File: src/rtl/hb_gate_pkg.sv
package hb_gate_pkg;
  localparam int LEGS_PER_CH = 2;

  typedef enum logic {
    ST_GAP   = 1'b0,
    ST_DRIVE = 1'b1
  } leg_state_e;

  function automatic int max_dt(input int a, input int b);
    return (a > b) ? a : b;
  endfunction
endpackage

File: src/rtl/hb_sync.sv
module hb_sync #(
  parameter int W      = 1,
  parameter int STAGES = 2
) (
  input  logic         clk,
  input  logic         rst_n,
  input  logic [W-1:0] d,
  output logic [W-1:0] q
);
  logic [W-1:0] stg [STAGES];

  always_ff @(posedge clk or negedge rst_n) begin
    if (!rst_n) begin
      for (int s = 0; s < STAGES; s++) stg[s] <= '0;
    end else begin
      stg[0] <= d;
      for (int s = 1; s < STAGES; s++) stg[s] <= stg[s-1];
    end
  end

  assign q = stg[STAGES-1];
endmodule

File: src/rtl/hb_leg.sv
module hb_leg
  import hb_gate_pkg::*;
#(
  parameter int RISE_DT = 40,
  parameter int FALL_DT = 36
) (
  input  logic clk,
  input  logic rst_n,
  input  logic en,
  input  logic lvl,
  output logic hi_on,
  output logic lo_on
);
  localparam int MAXDT = max_dt(RISE_DT, FALL_DT);
  localparam int CW    = (MAXDT > 1) ? $clog2(MAXDT) : 1;
  localparam logic [CW-1:0] RISE_LD = CW'(RISE_DT - 1);
  localparam logic [CW-1:0] FALL_LD = CW'(FALL_DT - 1);

  leg_state_e    st;
  logic          side;
  logic [CW-1:0] gap_cnt;

  always_ff @(posedge clk or negedge rst_n) begin
    if (!rst_n) begin
      st      <= ST_GAP;
      side    <= 1'b0;
      gap_cnt <= FALL_LD;
    end else if (!en || (lvl != side)) begin
      // disabled, or a new side requested: all off and the interval restarts
      st      <= ST_GAP;
      side    <= lvl;
      gap_cnt <= lvl ? RISE_LD : FALL_LD;
    end else if (st == ST_GAP) begin
      if (gap_cnt == '0) st <= ST_DRIVE;
      else               gap_cnt <= gap_cnt - 1'b1;
    end
  end

  assign hi_on = (st == ST_DRIVE) &&  side;
  assign lo_on = (st == ST_DRIVE) && !side;
endmodule

File: src/rtl/hb_gate_ctrl.sv
module hb_gate_ctrl
  import hb_gate_pkg::*;
#(
  parameter int NUM_CH      = 2,
  parameter int RISE_DT     = 40,
  parameter int FALL_DT     = 36,
  parameter int SYNC_STAGES = 2
) (
  input  logic                          clk,
  input  logic                          rst_n,
  input  logic [NUM_CH*LEGS_PER_CH-1:0] leg_in,
  input  logic [NUM_CH-1:0]             ch_shdn_n,
  input  logic                          force_off,
  output logic [NUM_CH*LEGS_PER_CH-1:0] hi_gate,
  output logic [NUM_CH*LEGS_PER_CH-1:0] lo_gate
);
  localparam int NLEG = NUM_CH * LEGS_PER_CH;

  logic [NLEG-1:0]   leg_s;
  logic [NUM_CH:0]   ctl_s;
  logic [NUM_CH-1:0] ch_en;

  hb_sync #(.W(NLEG), .STAGES(SYNC_STAGES)) u_leg_sync (
    .clk(clk), .rst_n(rst_n), .d(leg_in), .q(leg_s)
  );

  hb_sync #(.W(NUM_CH + 1), .STAGES(SYNC_STAGES)) u_ctl_sync (
    .clk(clk), .rst_n(rst_n), .d({force_off, ch_shdn_n}), .q(ctl_s)
  );

  assign ch_en = ctl_s[NUM_CH-1:0] & ~{NUM_CH{ctl_s[NUM_CH]}};

  for (genvar i = 0; i < NLEG; i++) begin : g_leg
    hb_leg #(.RISE_DT(RISE_DT), .FALL_DT(FALL_DT)) u_leg (
      .clk  (clk),
      .rst_n(rst_n),
      .en   (ch_en[i / LEGS_PER_CH]),
      .lvl  (leg_s[i]),
      .hi_on(hi_gate[i]),
      .lo_on(lo_gate[i])
    );
  end
endmodule

File: config.mk
export PLATFORM = sky130hd
export DESIGN_NAME = hb_gate_ctrl
export DESIGN_NICKNAME = d
export VERILOG_FILES = /design/src/rtl/hb_gate_pkg.sv /design/src/rtl/hb_sync.sv /design/src/rtl/hb_leg.sv /design/src/rtl/hb_gate_ctrl.sv
export SDC_FILE = /design/constraint.sdc
export NUM_CORES = 1
export LEC_CHECK = 0
export ABC_CLOCK_PERIOD_IN_PS = 3200
export BUFFER_PORTS_ARGS = -buffer_cell sky130_fd_sc_hd__buf_2
export CORE_ASPECT_RATIO = 0.9
export CORE_MARGIN = 2
export CORE_UTILIZATION = 55
export CTS_CLUSTER_DIAMETER = 60
export CTS_CLUSTER_SIZE = 8
export DETAILED_ROUTE_END_ITERATION = 8
export PLACE_DENSITY = 0.74
export SKIP_LAST_GASP = 1
export SYNTH_ARGS = -nofsm -noshare
export SYNTH_HDL_FRONTEND = slang
export SYNTH_SLANG_ARGS = --single-unit
File: constraint.sdc
create_clock -name clk -period 3.2 [get_ports clk]
set_input_delay 0 -clock clk [delete_from_list [all_inputs] [get_ports clk]]
set_output_delay 0 -clock clk [all_outputs]
set_load 0.05 [all_outputs]
==> Word-level counts from Yosys, hierarchy flattened <==
Index checks and enable logic that the tools add are counted.
{ "classes": {"addsub": 4, "n_eq_ne": 12, "mux": 28, "bitwise_logic": 2, "reduce_logical": 26} }
{ "op_table": {"columns": ["cell", "n"], "rows": [
  ["6-bit 2-to-1 mux", 12],
  ["6-bit logical NOT", 4],
  ["6-bit by 1-bit subtractor with 6-bit output, second input constant", 4],
  ["1-bit 2-to-1 mux", 12],
  ["3-bit 2-to-1 mux", 4],
  ["1-bit logical AND", 8],
  ["2-bit by 1-bit != test with 1-bit output, second input constant", 4],
  ["2-bit != test, second input constant", 4],
  ["2-bit AND reduction", 4],
  ["1-bit logical NOT", 6],
  ["1-bit logical OR", 4],
  ["1-bit != test", 4],
  ["2-bit AND", 1],
  ["2-bit inverter", 1]
]} }
{ "totals": {"register_bits": 46, "inputBits": 9, "out_inout_bits": 8, "elab_cells": 88} }

==> Longest topological paths before layout <==
Gate-level depths: netlist of the first run.
{ "logic_depth": {"ltp_word": 6, "mapped_depth": 5} }

==> Modules after synthesis <==
Synthesis of the first run repeated with hierarchy kept, for this count alone.
{ "hier_totals": {"hier_cells": 223, "area_unflattened_um2": 2297.2} }
{ "modules_own_cells": {"columns": ["mod", "n_inst", "cells_each", "area_each_um2"], "rows": [
  ["hb_leg", 4, 50, 470.5],
  ["hb_sync at u_leg_sync", 1, 12, 230.2],
  ["hb_sync at u_ctl_sync", 1, 9, 172.7],
  ["hb_gate_ctrl", 1, 2, 12.5]
]} }

==> Least setup slack after synthesis of the first run <==
No wires, ideal clock.
{ "synth_path": {"path_kind": "reg-to-reg", "startpoint": "reg g_leg[2].u_leg.gap_cnt[0]", "endpoint": "reg g_leg[2].u_leg.gap_cnt[2]", "t_arrival_ns": 1.655, "required_time_ns": 3.113, "slack_ns": 1.458, "stages_incl_launch_ff": 6, "path_buffers": 0, "synth_period_minus_slack_ns": 1.742, "path_cell_list": "dfstp_2 > inv_1 > ha_1 > nor4b_2 > or4b_2 > a22oi_1"} }
{ "synth_between": {"elab_chain_cells": 4} }
{ "synth_rtl": {"columns": ["item", "line", "rtl"], "rows": [
  ["start: declaration", "hb_leg.sv:21", "logic [CW-1:0] gap_cnt;"],
  ["start signal: assignment", "hb_leg.sv:32", "gap_cnt <= lvl ? RISE_LD : FALL_LD;"],
  ["start signal: assignment", "hb_leg.sv:35", "else gap_cnt <= gap_cnt - 1'b1;"],
  ["6-bit by 1-bit subtractor with 6-bit output", "hb_leg.sv:35", null],
  ["6-bit 2-to-1 mux", "hb_leg.sv:34", "if (gap_cnt == '0) st <= ST_DRIVE;"],
  ["6-bit 2-to-1 mux", "hb_leg.sv:33", "end else if (st == ST_GAP) begin"],
  ["6-bit 2-to-1 mux", "hb_leg.sv:28", "end else if (!en || (lvl != side)) begin"]
]} }
Several ways; a longest one is shown, not always the timed one. The select of a mux whose other input is x is not followed.
A chain may end at the register's enable or synchronous reset.

==> Worst setup path in the final report of the first run <==
Same ends and word-level chain as after synthesis.

==> results of run 1 <==
critical path, stage by stage (launching register included):
cell	delay, ns
dfstp_2	0.56
inv_1	0.07
ha_1	0.19
nor4b_2	0.18
or4b_2	0.63
a22oi_1	0.17
power groups by stage:
| stage | combinational [mW] | clock (mW) | sequential (mW) |
|---|---|---|---|
| detailed placement | 0.0646 | 0 | 0.631 |
| floorplan | 0.0420 | 0 | 0.627 |
| global placement | 0.0616 | 0 | 0.630 |
| global route | 0.0809 | 0.398 | 0.623 |
| CTS | 0.0720 | 0.378 | 0.620 |
| finish | 0.0716 | 0.363 | 0.620 |
flip-flops by register name, indices dropped and copies added, names as in the netlist:
name and count:
u_leg_sync.stg 4, u_ctl_sync.q 3, g_leg.u_leg.gap_cnt 24, u_leg_sync.q 4, g_leg.u_leg.side 4, g_leg.u_leg.st 4
u_ctl_sync.stg 3
through the flow:
stage	instance area, um^2	util	power, mW	hold slack, ns	setup slack, ns
after floorplan	2280	-	0.669	-0.296	1.46
after global placement	2330	0.581	0.691	0.109	1.43
after detailed placement	2330	0.581	0.696	0.109	1.34
after CTS	2510	0.624	1.07	0.315	1.32
after global routing	2510	0.624	1.10	0.315	1.24
final	2510	0.624	1.05	0.331	1.31
path summary, 6_finish.rpt:
path                                                       start  cells after the start                               endpoint
setup / recovery           g_leg[2].u_leg.gap_cnt[0]$_DFFE_PN1P_                      5  g_leg[2].u_leg.gap_cnt[2]$_DFFE_PN0P_
hold / removal                                         leg_in[0]                      2            u_leg_sync.stg[4]$_DFF_PN0_
setup reg to reg           g_leg[2].u_leg.gap_cnt[0]$_DFFE_PN1P_                      5  g_leg[2].u_leg.gap_cnt[2]$_DFFE_PN0P_
hold reg to reg                      u_leg_sync.stg[6]$_DFF_PN0_                      0              u_leg_sync.q[2]$_DFF_PN0_
max in group asynchronous                                  rst_n                      2  g_leg[0].u_leg.gap_cnt[3]$_DFFE_PN0P_
min in group asynchronous                                  rst_n                      2            g_leg[0].u_leg.st$_DFF_PN0_
per-layer routing:
metal | wire length (um) | GRT usage | vias up
met2 | 1900 | 0.306 | 24
met3 | 112 | 0.0513 | 10
met4 | 85 | 0.104 | 0
met1 | 1790 | 0.225 | 750
li1 | - | - | 750
met5 | 0 | 0 | -
Yosys cell counts (6+ instances only):
cell,instances
mux2i_1,7
inv_1,13
nor3_1,11
dfrtp_1,34
buf_4,8
dfstp_2,12
nand3_1,10
ha_1,8
nor2_1,6
a21oi_1,9
mux2_2,6
nand2_1,6
nor2b_1,8
clkbuf_1,6
nand2b_1,6
cell type report:
class                   instances  area [um^2]
fillers                       333         1510
flip-flops and latches         46         1170
well taps                      48         60.1
clock buffers                   5         68.8
multi-input cells             134          978
repair buffers                 24          160
clock inverters                 3         25.0
inverters                      13         48.8
kinds of logic after synthesis:
group,after synthesis
XOR/XNOR,8
AND/OR/NAND/NOR,83
buffers and inverters,28
adder cells (fa/ha/maj),8
AO/OA/AOI/OAI,22
flip-flops,46
multiplexers,13
timing repair:
item | in CTS | in global routing
endpoints found under the hold margin | 41 | 0
hold buffers | 8 | 0
resized for setup | 0 | 0
==> reports/results.tsv, run 1 <==
stage	metric	value	unit
run_status	status	complete, no violations	
place	PortBufs	16	
detailed_routing	Vias	1534	
yosys	synthesized area	2280	um^2
global_route	Global Route Usage Sum	0.187	
final_layout	Net count, final	241	
yosys	area share of the largest cell type after synthesis	0.373	
yosys	xor/xnor share of the synthesized area	0.0307	
worst_hold_path	Hold WC Path Type	in2reg	
global_route	number of global-route vias before repair	1570	
pwr	Leak Pwr	1.12	nW
floorplanning	Initial Util	0.567	
setup_path	Max FO, Critical Path	5	
final_layout	Layout area overhead	9.99	%
timing	Period minus WS final	1.89	ns
clock_tree	Skew-Pair Late Insertion Delay	0.30	ns
timing	final hold viol count	0	
pwr	switching share of power	0.251	
yosys	simple-gate share of the synthesized area	0.235	
timing	RSZ-0062 raised after global routing	no	
place	hpwl dp	2.72	mm
detailed_routing	First-pass DRT Iterations	4	
final_layout	commonest cells after routing, fill and taps aside	dfrtp_1 (34), buf_2 (16), inv_1 (13)	
yosys	EDFF count, synth	0	
setup_path	Critical Path RT	3.42	ns
final_layout	number of diodes	0	
floorplanning	Die ar.	4680	um^2
floorplanning	Ports	17	
timing	Fin Setup TNS	0	ns
pwr	Combinational Power Share	0.068	
floorplanning	Core Region	4020	um^2
pwr	sw power	265	uW
pwr	internal power	790	uW
clock_tree	Post-CTS Setup Bufs	0	
yosys	unique cell type count in the Yosys netlist	40	
detailed_routing	post-DR vias/cell	5.62	
detailed_routing	post-route ant nets	0	
final_layout	Non-Filler Instances	273	
pwr	share of total power in the clock network	0.344	
yosys	ys async rst share	1.00	
timing	fmax	530	MHz
clock_tree	CTS tree	done	
timing	Slew headroom	0.347	
yosys	Syn Nets	225	
detailed_routing	Initial DRC Count	80	
place	routability cong.	0.897	
setup_path	Worst R2R Setup Slack	1.31	ns
global_route	global route overflow	0	
clock_tree	clk slew on worst S/H paths	0.09	ns
yosys	synthesized flop and latch total	46	
floorplanning	Row Count	22	
timing	clock skew after layout	0.00449	ns
setup_path	WS Path Type	reg2reg	
detailed_routing	DRC	0	
yosys	fraction of synthesized area in multiplexers	0.0604	
yosys	Yosys top cell by area	dfrtp_1	
global_route	global-route wire length before repair	6.73	mm
clock_tree	Root Buffer	clkbuf_8	
yosys	largest cells by area after synthesis	dfrtp_1 (37%), dfstp_2 (14%), ha_1 (4.4%)	
setup_path	crit path DAT	2.11	ns
yosys	yosys warns	0	
timing	Final Max Tran Viols	0	
timing	Final period util	0.590	
clock_tree	Max clock buf depth	2	
clock_tree	total clock sinks	46	
yosys	Main synth FF type	dfrtp_1	
floorplanning	Die Ht	65.1	um
final_layout	commonest non-fill, non-tap cell in the layout	dfrtp_1	
detailed_routing	DRT Wirelength	3.89	mm
yosys	largest family of logic cells by synthesized area	simple AND/OR/NAND/NOR gates	
detailed_routing	Routed wire per std cell	14.2	um
setup_path	Worst Setup End Kind	flop	
yosys	Synth Area in Compound Gates	0.0593	
global_route	initial antenna violation count	0	
yosys	register area share after synthesis	0.512	
timing	worst-margin pin slew	0.979	ns
flow_run	max cap viols	0	
floorplanning	Die Wd	71.9	um
clock_tree	Num CTS Buffers	5	
timing	setup violators final	0	
pwr	total power per unit cell area	421	nW/um^2
place	Placed Cells	257	
pwr	VDD IR max	0.000330	V
yosys	post-synthesis adder-cell area fraction	0.0439	
global_route	largest net degree at the start of global routing	47	
final_layout	share of cells above drive strength 1	0.244	
clock_tree	H-tree depth	2	
setup_path	Setup crit start kind	flop	
pwr	Flop pwr share	0.588	
yosys	Syn Area/Cell	11.0	um^2
yosys	Gate Count Post-Synth	208	
Note: power is estimated with default switching activity, not from simulation.
==> run 2, diff against run 1 <==
--- a/config.mk
+++ b/config.mk
@@ -5,11 +5,11 @@
 export SDC_FILE = /design/constraint.sdc
 export NUM_CORES = 1
 export LEC_CHECK = 0
-export ABC_CLOCK_PERIOD_IN_PS = 3200
+export ABC_CLOCK_PERIOD_IN_PS = 1700
 export BUFFER_PORTS_ARGS = -buffer_cell sky130_fd_sc_hd__buf_2
 export CORE_ASPECT_RATIO = 0.9
 export CORE_MARGIN = 2
-export CORE_UTILIZATION = 55
+export CORE_UTILIZATION = 53
 export CTS_CLUSTER_DIAMETER = 60
 export CTS_CLUSTER_SIZE = 8
 export DETAILED_ROUTE_END_ITERATION = 8
==> constraint.sdc (replaced) <==
create_clock -name clk -period 1.7 [get_ports clk]
set_input_delay 0 -clock clk [delete_from_list [all_inputs] [get_ports clk]]
set_output_delay 0 -clock clk [all_outputs]
set_load 0.05 [all_outputs]
==> reports/results.tsv, run 2 (synthesis results as in run 1) <==
stage	metric	value	unit
floorplanning	Die Wd	73.1	um
final_layout	commonest cells after routing, fill and taps aside	dfrtp_1 (34), buf_2 (16), buf_4 (15)	
clock_tree	Skew-Pair Late Insertion Delay	0.30	ns
setup_path	CP Cell Sequence	inv_2 > ha_4 > or3b_2 > or4_4 > a21oi_2	
global_route	global-route wire length before repair	6.84	mm
floorplanning	Initial Util	0.556	
clock_tree	Num CTS Buffers	5	
global_route	initial antenna violation count	0	
setup_path	Reg2Reg Depth	5	
detailed_routing	Initial DRC Count	67	
pwr	Leak Pwr	1.19	nW
final_layout	Net count, final	256	
global_route	Global Route Usage Sum	0.190	
worst_hold_path	Hold WC Path Type	in2async	
setup_path	Setup crit start kind	flop	
final_layout	Largest Register	g_leg.u_leg.gap_cnt	
setup_path	critical path's top delay family	simple AND/OR/NAND/NOR gates	
setup_path	worst path bufs/invs	1	
floorplanning	Ports	17	
detailed_routing	DRT Wirelength	4.09	mm
global_route	number of global-route vias before repair	1543	
place	Placed Cells	271	
setup_path	delay of the slowest cell on the worst path	0.46	ns
place	hpwl dp	2.66	mm
setup_path	Reg-to-Reg End	g_leg[0].u_leg.gap_cnt[4]$_DFFE_PN0P_	
detailed_routing	post-route ant nets	0	
final_layout	commonest non-fill, non-tap cell in the layout	dfrtp_1	
flow_run	max cap viols	0	
clock_tree	Root Buffer	clkbuf_8	
setup_path	slowest CP cell	or3b_2	
final_layout	share of cells above drive strength 1	0.363	
detailed_routing	Vias	1604	
clock_tree	H-tree depth	2	
setup_path	WS Path Type	reg2reg	
setup_path	Worst R2R Setup Slack	0.002	ns
final_layout	FILL cells	313	
setup_path	Critical Path RT	1.93	ns
setup_path	crit path DAT	1.93	ns
floorplanning	Core Region	4100	um^2
floorplanning	Die Ht	66.2	um
pwr	VDD IR max	0.000584	V
clock_tree	Max clock buf depth	2	
timing	RSZ-0062 raised after global routing	yes	
run_status	status	complete, no violations	
detailed_routing	post-DR vias/cell	5.57	
timing	Final Max Tran Viols	0	
floorplanning	Die ar.	4840	um^2
clock_tree	clk slew on worst S/H paths	0.09	ns
timing	final hold viol count	0	
place	PortBufs	16	
final_layout	number of diodes	0	
place	routability cong.	0.849	
timing	Final period util	0.999	
timing	worst-margin pin slew	0.560	ns
timing	Slew headroom	0.627	
global_route	global route overflow	0	
setup_path	Max FO, Critical Path	3	
timing	fmax	589	MHz
final_layout	Non-Filler Instances	288	
timing	setup violators final	0	
detailed_routing	Routed wire per std cell	14.2	um
final_layout	number of flip-flops in the largest register	24	
timing	Period minus WS final	1.70	ns
clock_tree	total clock sinks	46	
setup_path	Worst Setup End Kind	flop	
global_route	largest net degree at the start of global routing	47	
floorplanning	Row Count	22	
detailed_routing	First-pass DRT Iterations	4	
setup_path	reg2reg start	g_leg[0].u_leg.gap_cnt[0]$_DFFE_PN1P_	
clock_tree	CTS tree	done	
pwr	total power draw	2.13	mW
detailed_routing	DRC	0	
final_layout	Layout area overhead	20.0	%
pwr	total power per unit cell area	780	nW/um^2
timing	clock skew after layout	0.00815	ns
==> run 2: layout make-up <==
| cell class | count | area, um^2 | share of cell area |
|---|---|---|---|
| Clock buffer | 5 | 68.8 | 0.0252 |
| Clock inverter | 3 | 45.0 | 0.0165 |
| Inverter | 13 | 48.8 | 0.0178 |
| Multi-Input combinational cell | 134 | 1070 | 0.392 |
| Sequential cell | 46 | 1170 | 0.426 |
| Tap cell | 48 | 60.1 | 0.0220 |
| Timing Repair Buffer | 39 | 273 | 0.0997 |
==> run 2: how the worst max path moves through the flow <==
stage                                               start                                     to  cells after the start
finish              g_leg[0].u_leg.gap_cnt[0]$_DFFE_PN1P_  g_leg[0].u_leg.gap_cnt[4]$_DFFE_PN0P_                      5
global route        g_leg[0].u_leg.gap_cnt[0]$_DFFE_PN1P_  g_leg[0].u_leg.gap_cnt[4]$_DFFE_PN0P_                      5
CTS                 g_leg[0].u_leg.gap_cnt[0]$_DFFE_PN1P_  g_leg[0].u_leg.gap_cnt[4]$_DFFE_PN0P_                      5
detailed placement  g_leg[0].u_leg.gap_cnt[0]$_DFFE_PN1P_  g_leg[0].u_leg.gap_cnt[4]$_DFFE_PN0P_                      5
global placement    g_leg[2].u_leg.gap_cnt[0]$_DFFE_PN1P_  g_leg[2].u_leg.gap_cnt[4]$_DFFE_PN0P_                      5
floorplan           g_leg[2].u_leg.gap_cnt[0]$_DFFE_PN1P_  g_leg[2].u_leg.gap_cnt[4]$_DFFE_PN0P_                      5
==> run 2: worst register-to-register path, cell delays in order, from the launching register on <==
cell and delay [ns]:
dfstp_2 0.39, inv_2 0.09, ha_4 0.14, or3b_2 0.46
or4_4 0.43, a21oi_2 0.13
==> run 2: metrics by stage <==
stage | worst slack [ns] | utilization | setup TNS, ns | instance area [um^2] | hold WS (ns)
floorplan | 0.000874 | - | 0 | 2290 | -0.296
global placement | 0.00872 | 0.598 | 0 | 2450 | 0.107
detailed placement | -0.0531 | 0.598 | -0.0732 | 2450 | 0.109
CTS | -0.0197 | 0.647 | -0.0216 | 2660 | 0.310
global route | -0.0687 | 0.667 | -0.198 | 2740 | 0.323
finish | 0.00159 | 0.667 | 0 | 2740 | 0.296
==> run 2: timing repair <==
| item | 4_1_cts | 5_1_grt |
|---|---|---|
| gates resized for setup | 5 | 15 |
| endpoints found under the setup margin | 2 | 14 |
| buffers inserted | 0 | 1 |
| pin swaps | 2 | 3 |
| hold buffers | 8 | 0 |
| hold endpoints to repair | 41 | 0 |
==> run 2: per-layer routing <==
layer,global-route usage,part of all wire
met5,0,0
met4,0.0903,0.020
met3,0.0503,0.028
met2,0.294,0.48
met1,0.249,0.47
==> run 2: report_power, final <==
group          internal, mW  switching [mW]  total, mW
logic                0.0688          0.0883      0.157
registers              1.14          0.0319       1.17
clock network         0.437           0.371      0.808
total                  1.64           0.491       2.13
==> run 3, diff against run 2 <==
--- a/config.mk
+++ b/config.mk
@@ -10,6 +10,7 @@
 export CORE_ASPECT_RATIO = 0.9
 export CORE_MARGIN = 2
 export CORE_UTILIZATION = 53
+export CTS_BUF_LIST = sky130_fd_sc_hd__clkbuf_16
 export CTS_CLUSTER_DIAMETER = 60
 export CTS_CLUSTER_SIZE = 8
 export DETAILED_ROUTE_END_ITERATION = 8
==> reports/results.tsv, run 3 (synthesis results as in run 1) <==
stage	metric	value	unit
clock_tree	CTS tree	done	
place	hpwl dp	2.66	mm
setup_path	Worst Setup End Kind	flop	
place	dpl ws	-0.0531	ns
global_route	largest net degree at the start of global routing	47	
final_layout	Layout area overhead	21.7	%
floorplanning	Die Ht	66.2	um
detailed_routing	Initial DRC Count	57	
floorplanning	Die Wd	73.1	um
setup_path	Setup crit start kind	flop	
place	routability cong.	0.849	
final_layout	commonest cells after routing, fill and taps aside	dfrtp_1 (34), buf_2 (16), buf_4 (14)	
final_layout	share of cells above drive strength 1	0.356	
global_route	Global Route Usage Sum	0.191	
timing	RSZ-0062 raised after global routing	yes	
setup_path	crit path DAT	1.91	ns
timing	Final Max Tran Viols	0	
clock_tree	Root Buffer	clkbuf_16	
run_status	status	complete, no violations	
detailed_routing	Vias	1571	
timing	Fin Hold WS	0.320	ns
timing	setup violators final	0	
final_layout	number of flip-flops in the largest register	24	
clock_tree	Num CTS Buffers	5	
floorplanning	Core Region	4100	um^2
timing	Final Worst Setup Slack	0.000181	ns
timing	fmax	588	MHz
detailed_routing	post-DR vias/cell	5.47	
global_route	initial antenna violation count	0	
clock_tree	Post-CTS Setup Bufs	0	
final_layout	Net count, final	255	
clock_tree	clk slew on worst S/H paths	0.06	ns
detailed_routing	post-route ant nets	0	
place	PortBufs	16	
timing	Final period util	1.00	
floorplanning	Die ar.	4840	um^2
final_layout	number of diodes	0	
detailed_routing	Routed wire per std cell	14.0	um
detailed_routing	DRC	0	
global_route	global-route wire length before repair	6.94	mm
flow_run	max cap viols	0	
floorplanning	Row Count	22	
pwr	Leak Pwr	1.21	nW
setup_path	Critical Path RT	1.91	ns
final_layout	Largest Register	g_leg.u_leg.gap_cnt	
clock_tree	Skew-Pair Late Insertion Delay	0.28	ns
floorplanning	Initial Util	0.556	
global_route	number of global-route vias before repair	1579	
detailed_routing	First-pass DRT Iterations	4	
pwr	VDD IR max	0.000912	V
final_layout	commonest non-fill, non-tap cell in the layout	dfrtp_1	
timing	worst-margin pin slew	0.560	ns
timing	clock skew after layout	0.00530	ns
worst_hold_path	Hold WC Path Type	in2async	
clock_tree	H-tree depth	2	
setup_path	WS Path Type	reg2reg	
timing	Slew headroom	0.626	
clock_tree	Max clock buf depth	2	
setup_path	Max FO, Critical Path	4	
clock_tree	total clock sinks	46	
timing	final hold viol count	0	
timing	Period minus WS final	1.70	ns
floorplanning	Ports	17	
global_route	global route overflow	0	
detailed_routing	DRT Wirelength	4.01	mm
pwr	total power per unit cell area	872	nW/um^2
run 3: worst max-delay path, cell delays in order, from the launching register on:
cell     delay (ns)
dfstp_2        0.56
inv_2          0.06
ha_1           0.20
nor4b_2        0.19
or4_4          0.49
a21oi_2        0.13
run 3: repair_timing:
item | CTS | global route
endpoints found under the setup margin | 3 | 12
gates resized for setup | 6 | 13
pin swaps | 2 | 2
endpoints found under the hold margin | 41 | 0
hold buffers | 8 | 0
run 3: worst paths after layout:
check                                                 startpoint                                     to  slack (ns)  cells past startpoint
max                        g_leg[0].u_leg.gap_cnt[0]$_DFFE_PN1P_  g_leg[0].u_leg.gap_cnt[4]$_DFFE_PN0P_      0.0002                      5
max in group asynchronous                                  rst_n  g_leg[1].u_leg.gap_cnt[0]$_DFFE_PN1P_        0.98                      3
min in group clk                     u_ctl_sync.stg[3]$_DFF_PN0_              u_ctl_sync.q[0]$_DFF_PN0_        0.35                      0
min                                                        rst_n  g_leg[2].u_leg.gap_cnt[2]$_DFFE_PN0P_        0.32                      3
min reg2reg                          u_ctl_sync.stg[3]$_DFF_PN0_              u_ctl_sync.q[0]$_DFF_PN0_        0.35                      0
max reg2reg                g_leg[0].u_leg.gap_cnt[0]$_DFFE_PN1P_  g_leg[0].u_leg.gap_cnt[4]$_DFFE_PN0P_      0.0002                      5
run 3: cell type report:
| cell class | count | area (um^2) |
|---|---|---|
| well taps | 48 | 60.1 |
| repair buffers | 38 | 265 |
| multi-input cells | 134 | 1060 |
| clock buffers | 5 | 125 |
| fillers | 297 | 1330 |
| flip-flops and latches | 46 | 1170 |
| inverters | 13 | 48.8 |
| clock inverters | 3 | 45.0 |
run 3: routing by layer:
metal	GRT usage	vias to the layer above	wire [um]
li1	-	784	-
met1	0.245	770	1890
met2	0.311	15	2000
met3	0.0549	2	95
met4	0.0625	0	25
met5	0	-	0
run 3: through the flow:
stage | instance area (um^2) | cells | utilization | power, mW | setup TNS [ns]
global placement | 2450 | 271 | 0.598 | 1.32 | 0
CTS | 2720 | 287 | 0.662 | 2.44 | -0.0169
global route | 2780 | 287 | 0.677 | 2.52 | -0.356
floorplan | 2290 | 208 | - | 1.26 | 0
finish | 2780 | 287 | 0.677 | 2.42 | 0
detailed placement | 2450 | 271 | 0.598 | 1.33 | -0.0732
run 3: report_power, final:
group	leakage (nW)	switching (mW)	internal, mW
combinational	0.587	0.0880	0.0674
clock	0.0760	0.402	0.692
sequential	0.550	0.0318	1.14
